### config.mk
export PLATFORM = sky130hd
export DESIGN_NAME = spi_chain_host
export DESIGN_NICKNAME = d
export VERILOG_FILES = /design/src/rtl/spi_chain_host_pkg.sv /design/src/rtl/spi_chain_timer.sv /design/src/rtl/spi_chain_tx_sel.sv /design/src/rtl/spi_chain_rx_cap.sv /design/src/rtl/spi_chain_host.sv
export SDC_FILE = /design/constraint.sdc
export NUM_CORES = 1
export LEC_CHECK = 0
export ABC_AREA = 1
export BUFFER_PORTS_ARGS = -buffer_cell sky130_fd_sc_hd__buf_2
export CORE_MARGIN = 1
export CORE_UTILIZATION = 51
export DETAILED_ROUTE_END_ITERATION = 6
export GPL_TIMING_DRIVEN = 0
export PLACE_DENSITY_LB_ADDON = 0.1
export SLEW_MARGIN = 20
export SYNTH_ARGS = -nofsm -noshare
export SYNTH_HDL_FRONTEND = slang
export SYNTH_SLANG_ARGS = --single-unit
### constraint.sdc
create_clock -name clk_i -period 3.5 [get_ports clk_i]
set_clock_uncertainty 0.2 [all_clocks]
set_input_delay 0.35 -clock clk_i [delete_from_list [all_inputs] [get_ports clk_i]]
set_output_delay 0.35 -clock clk_i [all_outputs]
set_load 0.005 [all_outputs]
### src/rtl/spi_chain_host_pkg.sv
package spi_chain_host_pkg;
  localparam int OP_W    = 3;
  localparam int AD_W    = 5;
  localparam int DT_W    = 8;
  localparam int FRAME_W = OP_W + AD_W + DT_W;
  localparam logic [OP_W-1:0] ECHO_MARK = 3'b111;

  typedef enum logic [1:0] {
    ST_IDLE = 2'd0,
    ST_ACT  = 2'd1,
    ST_GAP  = 2'd2
  } seq_st_e;
endpackage

### src/rtl/spi_chain_timer.sv
module spi_chain_timer #(
  parameter int CW = 8
) (
  input  logic          clk_i,
  input  logic          rst_ni,
  input  logic          run_i,
  input  logic [CW-1:0] lim_i,
  output logic          tick_o
);
  logic [CW-1:0] cnt_q;

  assign tick_o = run_i && (cnt_q == lim_i);

  always_ff @(posedge clk_i or negedge rst_ni) begin
    if (!rst_ni)                 cnt_q <= '0;
    else if (!run_i || tick_o)   cnt_q <= '0;
    else                         cnt_q <= cnt_q + CW'(1);
  end
endmodule

### src/rtl/spi_chain_tx_sel.sv
module spi_chain_tx_sel
  import spi_chain_host_pkg::*;
#(
  parameter int MAX_DEV = 8,
  parameter int DEVW    = 3,
  parameter int BITW    = 7
) (
  input  logic [MAX_DEV*OP_W-1:0] op_i,
  input  logic [MAX_DEV*AD_W-1:0] addr_i,
  input  logic [MAX_DEV*DT_W-1:0] data_i,
  input  logic [DEVW:0]           n_i,
  input  logic [BITW-1:0]         bit_i,
  input  logic                    nop_i,
  input  logic                    dummy_i,
  output logic                    bit_o
);
  logic [DEVW:0]        dev_full;
  logic [DEVW-1:0]      dev;
  logic [FRAME_W-1:0]   word;

  always_comb begin
    // frame f on the wire belongs to device n-1-f
    dev_full = n_i - {1'b0, bit_i[BITW-1:4]} - (DEVW+1)'(1);
    dev      = dev_full[DEVW-1:0];
    word     = {op_i[dev*OP_W +: OP_W], addr_i[dev*AD_W +: AD_W],
                dummy_i ? 8'h00 : data_i[dev*DT_W +: DT_W]};
    bit_o    = nop_i ? 1'b0 : word[4'd15 - bit_i[3:0]];
  end
endmodule

### src/rtl/spi_chain_rx_cap.sv
module spi_chain_rx_cap
  import spi_chain_host_pkg::*;
#(
  parameter int MAX_DEV = 8,
  parameter int DEVW    = 3,
  parameter int BITW    = 7
) (
  input  logic                    clk_i,
  input  logic                    rst_ni,
  input  logic                    clear_i,
  input  logic                    smp_i,
  input  logic                    miso_i,
  input  logic [DEVW:0]           n_i,
  input  logic [BITW-1:0]         bit_i,
  input  logic [MAX_DEV*AD_W-1:0] addr_i,
  output logic [MAX_DEV*DT_W-1:0] rd_data_o,
  output logic [MAX_DEV-1:0]      rd_err_o
);
  logic [FRAME_W-2:0] sh_q;
  logic [FRAME_W-1:0] frame;
  logic [DEVW:0]      dev_full;
  logic [DEVW-1:0]    dev;
  logic               good;

  always_comb begin
    frame    = {sh_q, miso_i};
    dev_full = n_i - {1'b0, bit_i[BITW-1:4]} - (DEVW+1)'(1);
    dev      = dev_full[DEVW-1:0];
    good     = (frame[15:13] == ECHO_MARK) && (frame[12:8] == addr_i[dev*AD_W +: AD_W]);
  end

  always_ff @(posedge clk_i or negedge rst_ni) begin
    if (!rst_ni) begin
      sh_q      <= '0;
      rd_data_o <= '0;
      rd_err_o  <= '0;
    end else if (clear_i) begin
      sh_q      <= '0;
      rd_data_o <= '0;
      rd_err_o  <= '0;
    end else if (smp_i) begin
      sh_q <= frame[FRAME_W-2:0];
      if (bit_i[3:0] == 4'd15) begin
        if (good) rd_data_o[dev*DT_W +: DT_W] <= frame[7:0];
        else      rd_err_o[dev]               <= 1'b1;
      end
    end
  end
endmodule

### src/rtl/spi_chain_host.sv
module spi_chain_host
  import spi_chain_host_pkg::*;
#(
  parameter int MAX_DEV     = 8,
  parameter int DIV_W       = 8,
  parameter int SYS_CLK_MHZ = 200,
  parameter int DESEL_NS    = 2000,
  localparam int DEVW       = $clog2(MAX_DEV),
  localparam int BITW       = DEVW + 4,
  localparam int DESEL_CYC  = SYS_CLK_MHZ * DESEL_NS / 1000,
  localparam int GAP_W      = $clog2(DESEL_CYC + 1)
) (
  input  logic                    clk_i,
  input  logic                    rst_ni,
  input  logic                    cmd_valid_i,
  input  logic                    cmd_read_i,
  input  logic [DEVW:0]           cmd_ndev_i,
  input  logic [DIV_W-1:0]        cmd_div_i,
  input  logic [MAX_DEV*OP_W-1:0] cmd_op_i,
  input  logic [MAX_DEV*AD_W-1:0] cmd_addr_i,
  input  logic [MAX_DEV*DT_W-1:0] cmd_data_i,
  output logic                    busy_o,
  output logic                    done_o,
  output logic [MAX_DEV*DT_W-1:0] rd_data_o,
  output logic [MAX_DEV-1:0]      rd_err_o,
  output logic                    cs_no,
  output logic                    sck_o,
  output logic                    mosi_o,
  input  logic                    miso_i
);
  seq_st_e                 st_q;
  logic                    rd_q, nop_q, sck_q, done_q;
  logic [DEVW:0]           n_q;
  logic [DIV_W-1:0]        div_q;
  logic [MAX_DEV*OP_W-1:0] op_q;
  logic [MAX_DEV*AD_W-1:0] addr_q;
  logic [MAX_DEV*DT_W-1:0] data_q;
  logic [BITW-1:0]         bit_q;
  logic [BITW:0]           last_idx;
  logic                    accept, sck_tick, gap_tick, tx_bit, is_last, smp;

  assign accept   = (st_q == ST_IDLE) && cmd_valid_i && (cmd_ndev_i != '0) &&
                    (cmd_ndev_i <= (DEVW+1)'(MAX_DEV));
  assign last_idx = {n_q, 4'b0000} - (BITW+1)'(1);
  assign is_last  = ({1'b0, bit_q} == last_idx);
  assign smp      = (st_q == ST_ACT) && sck_tick && !sck_q && nop_q;

  spi_chain_timer #(.CW(DIV_W)) u_sck_tmr (
    .clk_i (clk_i), .rst_ni (rst_ni), .run_i (st_q == ST_ACT),
    .lim_i (div_q), .tick_o (sck_tick)
  );

  spi_chain_timer #(.CW(GAP_W)) u_gap_tmr (
    .clk_i (clk_i), .rst_ni (rst_ni), .run_i (st_q == ST_GAP),
    .lim_i (GAP_W'(DESEL_CYC - 1)), .tick_o (gap_tick)
  );

  spi_chain_tx_sel #(.MAX_DEV(MAX_DEV), .DEVW(DEVW), .BITW(BITW)) u_tx (
    .op_i (op_q), .addr_i (addr_q), .data_i (data_q), .n_i (n_q),
    .bit_i (bit_q), .nop_i (nop_q), .dummy_i (rd_q), .bit_o (tx_bit)
  );

  spi_chain_rx_cap #(.MAX_DEV(MAX_DEV), .DEVW(DEVW), .BITW(BITW)) u_rx (
    .clk_i (clk_i), .rst_ni (rst_ni), .clear_i (accept && cmd_read_i),
    .smp_i (smp), .miso_i (miso_i), .n_i (n_q), .bit_i (bit_q),
    .addr_i (addr_q), .rd_data_o (rd_data_o), .rd_err_o (rd_err_o)
  );

  always_ff @(posedge clk_i or negedge rst_ni) begin
    if (!rst_ni) begin
      st_q   <= ST_IDLE;
      rd_q   <= 1'b0;
      nop_q  <= 1'b0;
      sck_q  <= 1'b0;
      done_q <= 1'b0;
      n_q    <= '0;
      div_q  <= '0;
      op_q   <= '0;
      addr_q <= '0;
      data_q <= '0;
      bit_q  <= '0;
    end else begin
      done_q <= 1'b0;
      unique case (st_q)
        ST_IDLE: if (accept) begin
          rd_q   <= cmd_read_i;
          nop_q  <= 1'b0;
          n_q    <= cmd_ndev_i;
          div_q  <= cmd_div_i;
          op_q   <= cmd_op_i;
          addr_q <= cmd_addr_i;
          data_q <= cmd_data_i;
          bit_q  <= '0;
          sck_q  <= 1'b0;
          st_q   <= ST_ACT;
        end
        ST_ACT: if (sck_tick) begin
          if (!sck_q) sck_q <= 1'b1;
          else begin
            sck_q <= 1'b0;
            if (is_last) st_q  <= ST_GAP;
            else         bit_q <= bit_q + BITW'(1);
          end
        end
        ST_GAP: if (gap_tick) begin
          if (rd_q && !nop_q) begin
            nop_q <= 1'b1;
            bit_q <= '0;
            st_q  <= ST_ACT;
          end else begin
            st_q   <= ST_IDLE;
            done_q <= 1'b1;
          end
        end
        default: st_q <= ST_IDLE;
      endcase
    end
  end

  assign cs_no  = (st_q != ST_ACT);
  assign sck_o  = sck_q;
  assign mosi_o = (st_q == ST_ACT) ? tx_bit : 1'b0;
  assign busy_o = (st_q != ST_IDLE);
  assign done_o = done_q;
endmodule

==> results.toml, run 1 <==
[run_status]
status = "finished with violations"
violations = "DRC, setup timing"

[critical_path]
reg2reg_depth = 19
cp_max_fo = 7
cp.arrival_ps = 3270
path_class = "register to output pin"
crit_path_end_kind = "output pin"
startpoint_type = "register"
crit_required_ps = 2950

[floorplanning]
dieArea_sq_mm = 0.0256
rows = 57
fp.coreArea_sq_mm = 0.0244
die_w_um = 160
fp.dieH_um = 160
num_io_pins = 222
start_util_pct = 52.1

[route]
ant_nets = 0
wl_per_cell_um = 16.6
routed_via_density = 5.29
wl_mm = 40.5
num_vias = 12900
drc = 2
first_iter_violations = 982
drt_pass1_iterations = 7

[finish]
drive_gt1_share_pct = 19.7
fin_nets = 2254
final_cell_area_sq_mm = 0.0174
area_delta_synth_final_pct = 36.6
mostFrequentLayoutCells = "nand2_1 (678), dfrtp_1 (257), buf_2 (229), nand3_1 (163), dlygate4sd3_1 (142)"
seqCellArea_sq_mm = 0.00643
multi_input_area_sq_mm = 0.00579
final_common_cell = "nand2_1"
insertedDiodeCount = 0
final.fill_count = 1923

[grt]
first_global_vias = 12800
grt_pass1_wl_mm = 65.2
antenna_found_initial = 0
grtUsageTotal_pct = 31.9
grt_max_degree = 99
grt_overflow = 0

[power]
internal_power_mw = 5.29
power.leakage_nw = 9.42
ir_drop_uv = 411
sw_frac_of_total_pct = 24.6
seqPwrFrac_pct = 44.2
p_switching_mw = 1.72
clockPowerShare_pct = 43.6
pwr-share-comb_pct = 12.2
power.density_mw_per_mm2 = 404

[placed_design]
portBuffers = 221
hpwl_mm = 26.5
gp_congestion = 0.924
pre_cts_ws_ps = -849
placed_area_sq_mm = 0.0143

[yosys]
synth_edf_count = 0
ys_ff_latch = 257
netlist_instances = 1681
async_reset_ff_share_pct = 100
yosysUniqueCellTypes = 40
yosysTopAreaCellShare_pct = 50.6
synth_fp_nets = 1834
yosysWarnings = 0
syn_area_sq_mm = 0.0127
yosysSeqAreaShare_pct = 50.6
synth_flop_cell = "dfrtp_1"
yosysTopAreaCell = "dfrtp_1"
syn_avg_cell_area_sq_um = 7.57
synth_area_leaders = "dfrtp_1 (51%), nand2_1 (20%), nand3_1 (7.1%)"

[sta]
period_share_pct = 109
setup_viol = 1
fin_setup_tns_ps = -321
rsz0062_at_grt = "yes"
final.setup.worst_slack_ps = -321
worstMarginPinSlew_ps = 819
maxSlewViolCount = 0
hold_viol = 0
holdWs_ps = 147
min_period_ps = 3820
slew_headroom_pct = 45.4
max_freq_mhz = 262

[hold_path]
hp-class = "input port to async pin"

[cts]
clock_latency_ps = 560
clockBufferDepth = 3
cts_buffers = 28
clock-sinks = 257
h-tree-depth = 1
root_buffer = "clkbuf_16"
clk_pin_slew_worst_paths_ps = 60
cts_tree = "done"

[flow_run]
max-cap-violations = 0
## path summary, 6_finish.rpt
check	startpoint	end	slack [ps]
worst max-delay path	bit_q[4]$_DFFE_PN0P_	mosi_o	-320
worst min-delay path	rst_ni	div_q[1]$_DFFE_PN0P_	150
worst max register to register	bit_q[4]$_DFFE_PN0P_	u_rx.rd_data_o[19]$_DFFE_PN0P_	140
worst min register to register	u_gap_tmr.cnt_q[0]$_DFF_PN0_	u_gap_tmr.cnt_q[0]$_DFF_PN0_	270
max in group asynchronous	rst_ni	data_q[20]$_DFFE_PN0P_	2070
min in group clk_i	cmd_read_i	u_rx.rd_data_o[10]$_DFFE_PN0P_	230
## critical path: stages (launching register included)
cell and delay, ps:
dfrtp_1 390, inv_2 100, ha_4 130, inv_2 30
fa_2 550, buf_6 140, inv_6 40, buf_12 140
buf_12 130, buf_6 120, nand3_2 70, nand2_2 60
nand2_2 80, nand3_2 60, o21ai_2 100, nand2_1 60
nand2_1 70, inv_2 50, nand2_4 80, a21oi_4 60
nor2_4 130, buf_2 120
## cells in the mapped netlist (4+ instances only)
cell type and number:
a21oi_1 13, clkinv_1 4, buf_4 5, nand3_2 6, ha_1 7, a21o_1 4, nand2_1 691, buf_1 8
buf_6 4, o211ai_1 4, nor2_1 140, xor2_1 6, o22ai_1 8, nand3_1 180, nor3b_1 8, xnor2_1 5
buf_2 22, dfrtp_1 257, clkbuf_1 52, inv_1 91, o21ai_0 65, nor3_1 16, nand4_1 54
## power groups by stage
| stage | sequential, mW | clock (mW) | combinational, mW |
|---|---|---|---|
| 3_3_place_gp | 3.15 | 0 | 0.577 |
| 3_5_place_dp | 3.15 | 0 | 0.597 |
| 5_1_grt | 3.10 | 3.23 | 0.937 |
| 6_report | 3.10 | 3.06 | 0.857 |
| 4_1_cts | 3.10 | 3.10 | 0.800 |
| 2_1_floorplan | 3.14 | 0 | 0.336 |
## through the flow
step / total power, mW / util (%) / instances
3_3_place_gp: 3.73 / 58.3 / 2226
2_1_floorplan: 3.47 / - / 1681
4_1_cts: 7.00 / 70.4 / 2433
3_5_place_dp: 3.75 / 58.6 / 2228
5_1_grt: 7.27 / 71.3 / 2446
6_report: 7.01 / 71.3 / 2446
## routing by layer
metal	GRT usage, %	vias up	wire length (um)
met5	0	-	0
met2	54.4	497	19800
li1	-	6239	-
met1	41.5	6107	16900
met4	12.4	0	1440
met3	4.00	103	2410
## area by class of cell
type | instances | area share, %
Clock inverter | 12 | 1.00
Inverter | 98 | 2.16
Timing Repair Buffer | 391 | 16.5
Tap cell | 324 | 2.33
Clock buffer | 39 | 4.50
Sequential cell | 257 | 37.0
Buffer | 90 | 3.20
Multi-Input combinational cell | 1235 | 33.3
## flip-flops by register name, indices dropped and copies added (netlist names)
name,cells
data_q,64
u_rx.rd_data_o,64
addr_q,40
op_q,24
u_rx.sh_q,15
u_gap_tmr.cnt_q,9
div_q,8
u_rx.rd_err_o,8
u_sck_tmr.cnt_q,8
bit_q,7
n_q,4
st_q,2
done_o,1
nop_q,1
rd_q,1
sck_o,1
## timing repair
action | 4_1_cts | 5_1_grt
hold buffers | 142 | 0
gates cloned | 2 | 0
gates resized for setup | 112 | 30
pin swaps | 33 | 21
buffers inserted | 11 | 13
endpoints found under the setup margin | 73 | 73
hold endpoints to repair | 206 | 0
## cells by family after synthesis
logic type | synth area share (%)
AO/OA/AOI/OAI | 4.43
XOR/XNOR | 0.757
adder cells (fa/ha/maj) | 0.846
buffers and inverters | 6.18
flip-flops | 50.6
multiplexers | 0.0787
AND/OR/NAND/NOR | 37.1
Note: power is estimated with default switching activity, not from simulation.
==> inputs of run 2 (changes only) <==
--- a/config.mk
+++ b/config.mk
@@ -7,12 +7,14 @@
 export LEC_CHECK = 0
 export ABC_AREA = 1
 export BUFFER_PORTS_ARGS = -buffer_cell sky130_fd_sc_hd__buf_2
+export CORE_ASPECT_RATIO = 1.5
 export CORE_MARGIN = 1
-export CORE_UTILIZATION = 51
+export CORE_UTILIZATION = 52
 export DETAILED_ROUTE_END_ITERATION = 6
-export GPL_TIMING_DRIVEN = 0
+export GPL_TIMING_DRIVEN = 1
 export PLACE_DENSITY_LB_ADDON = 0.1
 export SLEW_MARGIN = 20
 export SYNTH_ARGS = -nofsm -noshare
 export SYNTH_HDL_FRONTEND = slang
+export SYNTH_HIERARCHICAL = 1
 export SYNTH_SLANG_ARGS = --single-unit
==> run 2 against run 1 <==
Net effect: via count rose by 4.9%; non-clock buffer count fell by 71; synthesized area rose by 7.3%; the flow finishes with violations (setup timing); largest cell class is now multi-input combinational cells.
==> results.toml, run 2 <==
[critical_path]
cpPeakStageDelay_ps = 600
reg2reg_from = "bit_q[4]$_DFFE_PN0P_"
cp_max_fo = 8
critical_path.startpoint = "n_q[0]$_DFFE_PN0P_"
startpoint_type = "register"
crit_required_ps = 2950
crit_chain = "ha_4, fa_2, clkinv_4, buf_6, clkbuf_16, nand3_1, nand2_2, nand2_1, nand3_1, nand3_2, nand3_2, nand2_2, a21oi_2, nor2_4, inv_1, nor2_1, buf_2"
path_class = "register to output pin"
crit_path_end_kind = "output pin"
cp.arrival_ps = 3240
slowest_stage = "fa_2"

[floorplanning]
fp.dieH_um = 200
fp.coreArea_sq_mm = 0.0258
num_io_pins = 222
die_w_um = 134
rows = 72
start_util_pct = 53.0
dieArea_sq_mm = 0.0269

[yosys]
synth_area_leaders = "dfrtp_1 (47%), nand2_1 (22%), nand3_1 (9.7%)"
yosysUniqueCellTypes = 38
yosysSeqAreaShare_pct = 47.1
ys_ff_latch = 257
synth_most_common_cell = "nand2_1"
synth_commonest_cells = "nand2_1 (803), nand3_1 (264), dfrtp_1 (257), nor2_1 (162), inv_1 (114)"
yosysTopAreaCellShare_pct = 47.1
syn_area_sq_mm = 0.0136
syn_avg_cell_area_sq_um = 7.34
netlist_instances = 1860
yosysTopAreaCell = "dfrtp_1"
yosysWarnings = 6
async_reset_ff_share_pct = 100
synth_flop_cell = "dfrtp_1"
synth_edf_count = 0

[cts]
cts_buffers = 26
cts_tree = "done"
clock_latency_ps = 550
clockBufferDepth = 3
h-tree-depth = 1
root_buffer = "clkbuf_16"
clock-sinks = 257
clk_pin_slew_worst_paths_ps = 60

[sta]
final.setup.worst_slack_ps = -292
hold_viol = 0
maxSlewViolCount = 0
rsz0062_at_grt = "yes"
period_share_pct = 108
fin_setup_tns_ps = -292
slew_headroom_pct = 41.1
min_period_ps = 3790
holdWs_ps = 35.3
max_freq_mhz = 264
setup_viol = 1
worstMarginPinSlew_ps = 884

[finish]
final_util_pct = 68.9
insertedDiodeCount = 0
fin_nets = 2375
multi_input_area_sq_mm = 0.00645
mostFrequentLayoutCells = "nand2_1 (788), dfrtp_1 (256), nand3_1 (239), buf_2 (220), nor2_1 (149)"
seqCellArea_sq_mm = 0.00643
final.fill_count = 2214
final_common_cell = "nand2_1"
reg.largest.list = "data_q: 64 flops, u_rx/rd_data_o: 64 flops, addr_q: 40 flops"
area_delta_synth_final_pct = 30.1
drive_gt1_share_pct = 19.0

[placed_design]
portBuffers = 221
gp_congestion = 0.924
hpwl_mm = 27.0

[flow_run]
max-cap-violations = 0

[route]
num_vias = 13600
drt_pass1_iterations = 5
first_iter_violations = 752
routed_via_density = 5.28
drc = 0
wl_mm = 41.7
ant_nets = 0
wl_per_cell_um = 16.2

[grt]
grt_overflow = 0
grt_pass1_wl_mm = 66.3
antenna_found_initial = 0
grt_max_degree = 86
first_global_vias = 13500
grtUsageTotal_pct = 30.9

[run_status]
status = "finished with violations"
violations = "setup timing"

[hold_path]
hp-class = "input port to register"
worstHoldStart = "miso_i"

[power]
ir_drop_uv = 576
power.leakage_nw = 9.55
power.density_mw_per_mm2 = 863
run 2: per-stage QoR:
stage                     setup slack (ps)  instance area, sq um  power [mW]  std cells
after floorplan                        236                 13700        9.36       1869
after global placement                 153                 15000        11.1       2368
after detailed placement              49.0                 15000        11.3       2368
after CTS                             -164                 17300        14.5       2558
after global routing                  -351                 17800        16.4       2572
final                                 -292                 17800        15.3       2572
run 2: worst max-delay path: cells and delay by family (launching register included):
kind / cells / cell delay [ps]
simple gates: 9 / 820
fa+ha+maj: 2 / 760
buf+inv: 5 / 610
flops: 1 / 430
compound gates: 1 / 70
run 2: metal layers:
layer / routed length [um] / GRT usage (%) / up-vias
li1: - / - / 6545
met1: 15400 / 34.6 / 6396
met2: 21800 / 56.1 / 499
met3: 2110 / 3.44 / 140
met4: 2440 / 17.7 / 0
met5: 0 / 0 / -
run 2: cell families after synthesis:
group                      count (synthesis)  synth area share [%]
AOI/OAI and AO/OA                         56                  2.25
xor gates and xnor gates                  24                  1.54
adders and majority gates                 10                  1.03
buffers and inverters                    213                  7.93
DFF                                      257                  47.1
other                                      2                0.0550
and+or+nand+nor                         1298                  40.1
run 2: final cells by class:
class,count,area share (%)
tap,333,2.35
timing repair buffer,410,17.2
inverter,125,2.73
sequential,257,36.2
timing repair inverter,1,0.0282
clock inverter,9,0.705
clock buffer,38,4.49
multi-input combinational,1399,36.3
run 2: power by group:
group	switching [mW]	internal [mW]
Combinational	4.92	2.77
Clock	1.19	1.79
Sequential	0.741	3.92
run 2: worst paths after layout:
| path | end | cells after the start | slack [ps] |
|---|---|---|---|
| setup / recovery | mosi_o | 17 | -290 |
| hold / removal | u_rx/rd_data_o[0]$_DFFE_PN0P_ | 5 | 40 |
| setup reg to reg | u_rx/rd_data_o[55]$_DFFE_PN0P_ | 18 | 190 |
| hold reg to reg | op_q[15]$_DFFE_PN0P_ | 2 | 280 |
| max in group asynchronous | n_q[0]$_DFFE_PN0P_ | 3 | 2020 |
| min in group asynchronous | u_rx/rd_data_o[44]$_DFFE_PN0P_ | 2 | 150 |
run 2: repair_timing:
item	CTS	global route
gates resized for setup	7	72
setup endpoints to repair	1	65
hold buffers	142	0
setup buffers	1	10
pin swaps	3	50
gates cloned	0	4
endpoints found under the hold margin	208	0
